## src/rtl/hotjoin_ctrl.sv

```systemverilog
module hotjoin_ctrl #(
  parameter int unsigned IDLE_CYCLES = 9500
) (
  input  logic clk,
  input  logic rst_n,
  input  logic pwr_good,
  input  logic isolate,
  input  logic bp_sda,
  input  logic bp_scl,
  input  logic card_sda,
  input  logic card_scl,
  output logic link_en,
  output logic ready
);

  localparam int CW = $clog2(IDLE_CYCLES + 1);
  localparam logic [CW-1:0] IDLE_LAST = CW'(IDLE_CYCLES);

  typedef enum logic [1:0] {
    ST_LOCK  = 2'd0,
    ST_WAIT  = 2'd1,
    ST_CARD  = 2'd2,
    ST_JOIN  = 2'd3
  } st_t;

  // bit order: {isolate, card_scl, card_sda, bp_scl, bp_sda}
  logic [4:0] meta_q, sync_q;
  logic       sda_prev_q;
  logic [CW-1:0] idle_cnt_q;
  st_t        st_q, st_d;

  wire bsd      = sync_q[0];
  wire bsc      = sync_q[1];
  wire card_ok  = sync_q[2] & sync_q[3];
  wire iso_s    = sync_q[4];
  wire bus_high = bsd & bsc;
  wire stop_det = bsc & bsd & ~sda_prev_q;
  wire idle_hit = (idle_cnt_q == IDLE_LAST);
  wire counting = (st_q == ST_WAIT) & pwr_good & ~iso_s & bus_high;

  always_ff @(posedge clk or negedge rst_n) begin
    if (!rst_n) begin
      meta_q     <= 5'b11111;
      sync_q     <= 5'b11111;
      sda_prev_q <= 1'b1;
    end else begin
      meta_q     <= {isolate, card_scl, card_sda, bp_scl, bp_sda};
      sync_q     <= meta_q;
      sda_prev_q <= sync_q[0];
    end
  end

  always_ff @(posedge clk or negedge rst_n) begin
    if (!rst_n)
      idle_cnt_q <= '0;
    else if (!counting)
      idle_cnt_q <= '0;
    else if (!idle_hit)
      idle_cnt_q <= idle_cnt_q + 1'b1;
  end

  always_comb begin
    st_d = st_q;
    if (!pwr_good)
      st_d = ST_LOCK;
    else if (iso_s)
      st_d = ST_WAIT;
    else begin
      unique case (st_q)
        ST_LOCK: st_d = ST_WAIT;
        ST_WAIT: if (stop_det || idle_hit) st_d = ST_CARD;
        ST_CARD: if (card_ok) st_d = ST_JOIN;
        ST_JOIN: st_d = ST_JOIN;
      endcase
    end
  end

  always_ff @(posedge clk or negedge rst_n) begin
    if (!rst_n) st_q <= ST_LOCK;
    else        st_q <= st_d;
  end

  assign link_en = (st_q == ST_JOIN) & pwr_good & ~(isolate | meta_q[4] | iso_s);
  assign ready   = link_en;

endmodule

```

## config.mk

```make
export PLATFORM = sky130hd
export DESIGN_NAME = hotjoin_ctrl
export DESIGN_NICKNAME = d
export VERILOG_FILES = /design/src/rtl/hotjoin_ctrl.sv
export SDC_FILE = /design/constraint.sdc
export NUM_CORES = 1
export LEC_CHECK = 0
export BUFFER_PORTS_ARGS = -buffer_cell sky130_fd_sc_hd__buf_2
export CORE_MARGIN = 4
export CORE_UTILIZATION = 43
export CTS_CLUSTER_DIAMETER = 100
export DETAILED_ROUTE_END_ITERATION = 10
export HOLD_SLACK_MARGIN = 0.08
export MAX_ROUTING_LAYER = met4
export SYNTH_ARGS = -nofsm -noshare
export SYNTH_HDL_FRONTEND = slang
export SYNTH_SLANG_ARGS = --single-unit
```

## constraint.sdc

```tcl
create_clock -name clk -period 3.85 [get_ports clk]
set_input_delay 0.5775 -clock clk [delete_from_list [all_inputs] [get_ports clk]]
set_output_delay 0.5775 -clock clk [all_outputs]
set_load 0.02 [all_outputs]
```

==> impl_metrics.py <==
metrics = {
    "timing": {
        "final.setup.tns_ps": 0,
        "finalCriticalPeriod_ps": 2227,
        "skew_ps": 1.831,
        "drv_slew": 0,
        "slew-limit-headroom_pct": 31.28,
        "setup_viol_count_final": 0,
        "max_slew.worst_pin.slew_ps": 1022,
        "clock.fmax_mhz": 449.0,
        "post-route-period-util_pct": 57.85,
        "rsz0062_at_grt": "false",
        "hold_viol": 0,
    },
    "yosys": {
        "synthSimpleGateAreaFrac_pct": 20.00,
        "synth_area_mm2": 0.001182,
        "synth_nets": 117,
        "synth-compound-area-share_pct": 7.407,
        "synthTopCellsByCount": "dfrtp_1, dfstp_2, nor2_1",
        "ys_seq_area_share_pct": 58.31,
        "synth_area_leaders": "dfrtp_1, dfstp_2, xnor2_1, nor2_1, nor4_1",
        "synth_top_family_by_area": "simple AND/OR/NAND/NOR gates",
        "synthFlopType": "dfrtp_1",
        "yosys_warnings": 0,
        "syn_inst": 107,
        "synth_most_common_cell": "dfrtp_1",
        "avgSynthCellArea_um2": 11.05,
        "yosysUniqueCellTypes": 28,
        "synth_fa_ha_area_share_pct": 2.116,
        "synth_xor_area_share_pct": 5.926,
        "synth_top_area_share_pct": 33.86,
        "postSynth.asyncResetShare_pct": 100.0,
        "synth_edf_count": 0,
        "synth_seq_cells": 27,
        "muxShareOfSynthArea_pct": 0.8466,
        "yosysTopAreaCell": "dfrtp_1",
    },
    "clocking": {
        "cts_tree": "done",
        "postCtsSetupBuffers": 0,
        "clk_pin_slew_ps": 150,
        "cts-buffers-inserted": 3,
        "cts-hold-fix-buffers": 0,
        "insertion_delay_ps": 330,
        "cts_resized": 0,
        "root_buffer": "clkbuf_4",
        "clockBufferDepth": 2,
        "cts.sinks": 27,
        "cts.htree.levels": 1,
    },
    "worst_setup_path": {
        "path_max_fanout": 12,
        "cp_top_family": "simple AND/OR/NAND/NOR gates",
        "arrival_ps": 2450,
        "worstPathRequired_ps": 4070,
        "startpoint_type": "register",
        "worstPathCellList": "or4_1 -> nor4_2 -> mux2i_1 -> nor2_1",
        "critPathKind": "reg2reg",
        "crit_path_end_kind": "register",
        "slowest_delay_ps": 780,
        "crit_buf_inv": 0,
        "crit_slowest_cell": "nor4_2",
    },
    "place": {
        "hpwl_um": 1288,
        "placed_area_mm2": 0.001224,
        "place_congestion": 0.7291,
        "port_buffers": 9,
    },
    "routing": {
        "routedWlPerCell_um": 12.75,
        "drt-initial-drc-count": 17,
        "firstDrtPassIters": 4,
        "wl_um": 1862,
        "postRouteAntennaNets": 0,
        "drc": 0,
        "vias": 779,
        "viasPerCell": 5.336,
    },
    "final_layout": {
        "n_antenna_cell": 0,
        "fin_area_mm2": 0.001255,
        "final_layout_size_suffix_gt1_share_pct": 25.00,
        "nets": 127,
        "area_growth_pct": 6.137,
    },
    "power": {
        "irDropWorstVdd_v": 0.0002887,
        "p_leak_uw": 0.0004632,
        "p_switching_uw": 100.5,
        "p_seq_share_pct": 67.3,
        "p_per_area_mw_per_mm2": 353.1,
        "internal_power_uw": 342.6,
        "switching_share_pct": 22.69,
        "clkPwrFrac_pct": 29.5,
        "combinationalPowerShare_pct": 3.2,
    },
    "die": {
        "die_h_um": 60.44,
        "io_pins": 10,
        "coreArea_mm2": 0.002545,
        "std_cell_rows": 18,
        "start_util_pct": 46.46,
        "fp.dieW_um": 60.44,
        "die_area_mm2": 0.003652,
    },
    "worst_hold_path": {
        "hold_class": "in2async",
    },
    "global_route": {
        "grt_pass1_wl_um": 3249,
        "grt_max_degree": 28,
        "track_usage_pct": 12.29,
        "grt-ovfl-total": 0,
        "antenna_found_initial": 0,
        "grt_pass1_vias": 756,
    },
    "flow_run": {
        "maxCapViolCount": 0,
    },
    "outcome": {
        "run_status": "completed",
    },
}
final timing paths:
path                                        endpoint                      start  cells after the start  slack [ps]
max                        idle_cnt_q[1]$_DFFE_PN0P_  idle_cnt_q[9]$_DFFE_PN0P_                      4        1620
min                        idle_cnt_q[4]$_DFFE_PN0P_                      rst_n                      1         210
max reg2reg                idle_cnt_q[1]$_DFFE_PN0P_  idle_cnt_q[9]$_DFFE_PN0P_                      4        1620
min reg2reg                      sync_q[3]$_DFF_PN1_        meta_q[3]$_DFF_PN1_                      0         370
max in group asynchronous        meta_q[1]$_DFF_PN1_                      rst_n                      1        3260
min in group clk                 meta_q[3]$_DFF_PN1_                   card_scl                      1         320
layout by cell type (no fill, tap or decap):
master,instances
inv_6,1
o21ai_0,1
buf_2,9
clkbuf_4,3
o21ai_1,4
nand4_1,1
nor4_1,5
nor2_1,10
nor3_1,3
or3_1,3
mux2i_1,1
or4_1,2
nand2_1,8
a21oi_1,6
a21oi_2,1
nand3_1,6
dfstp_2,11
ha_1,2
dfrtp_1,16
a211o_1,1
xnor2_1,8
inv_1,6
nor4_2,1
or3_2,3
nand4bb_1,1
nand2b_1,1
o31ai_1,1
a21boi_1,1
stage by stage:
stage	utilization [%]	hold slack, ps	power, uW	setup slack [ps]	instances
2_1_floorplan	-	281.9	308.0	1637	107
3_3_place_gp	48.08	345.5	317.7	1755	142
3_5_place_dp	48.08	346.8	318.1	1651	142
4_1_cts	49.31	223.4	452.3	1629	146
5_1_grt	49.31	232.4	465.9	1516	146
6_report	49.31	212.0	443.1	1623	146
per-layer routing:
metal,vias to the layer above,share of wire [%],GRT usage [%]
met3,4,2.8,1.915
li1,389,-,-
met2,8,46,18.52
met1,378,49,15.54
met4,0,2.1,7.430
met5,-,0,-
power by group through the flow:
stage | sequential (uW) | clock, uW | combinational (uW)
after floorplan | 302 | 0 | 5.61
after CTS | 299 | 139 | 14.8
after global placement | 303 | 0 | 14.7
after global routing | 299 | 150 | 16.5
final | 298 | 131 | 14.2
after detailed placement | 303 | 0 | 14.8
registers in the layout, summed over array words and instances (netlist names):
name and flops:
idle_cnt_q 14, meta_q 5, sda_prev_q 1, st_q 2, sync_q 5
area by class of cell:
| type | count | area [um^2] |
|---|---|---|
| clock inverters | 1 | 8.758 |
| flip-flops and latches | 27 | 689.4 |
| well taps | 30 | 37.54 |
| inverters | 6 | 22.52 |
| repair buffers | 9 | 45.04 |
| fillers | 255 | 1290 |
| clock buffers | 3 | 22.52 |
| multi-input cells | 70 | 429.2 |
cell families (layout without fill, tap and decap cells):
| family | Yosys count | after routing |
|---|---|---|
| compound gates | 15 | 15 |
| simple gates | 44 | 44 |
| mux | 1 | 1 |
| fa+ha+maj | 2 | 2 |
| buf+inv | 10 | 19 |
| flops | 27 | 27 |
| xor+xnor | 8 | 8 |
No activity file was read; power rests on OpenSTA's default activity.
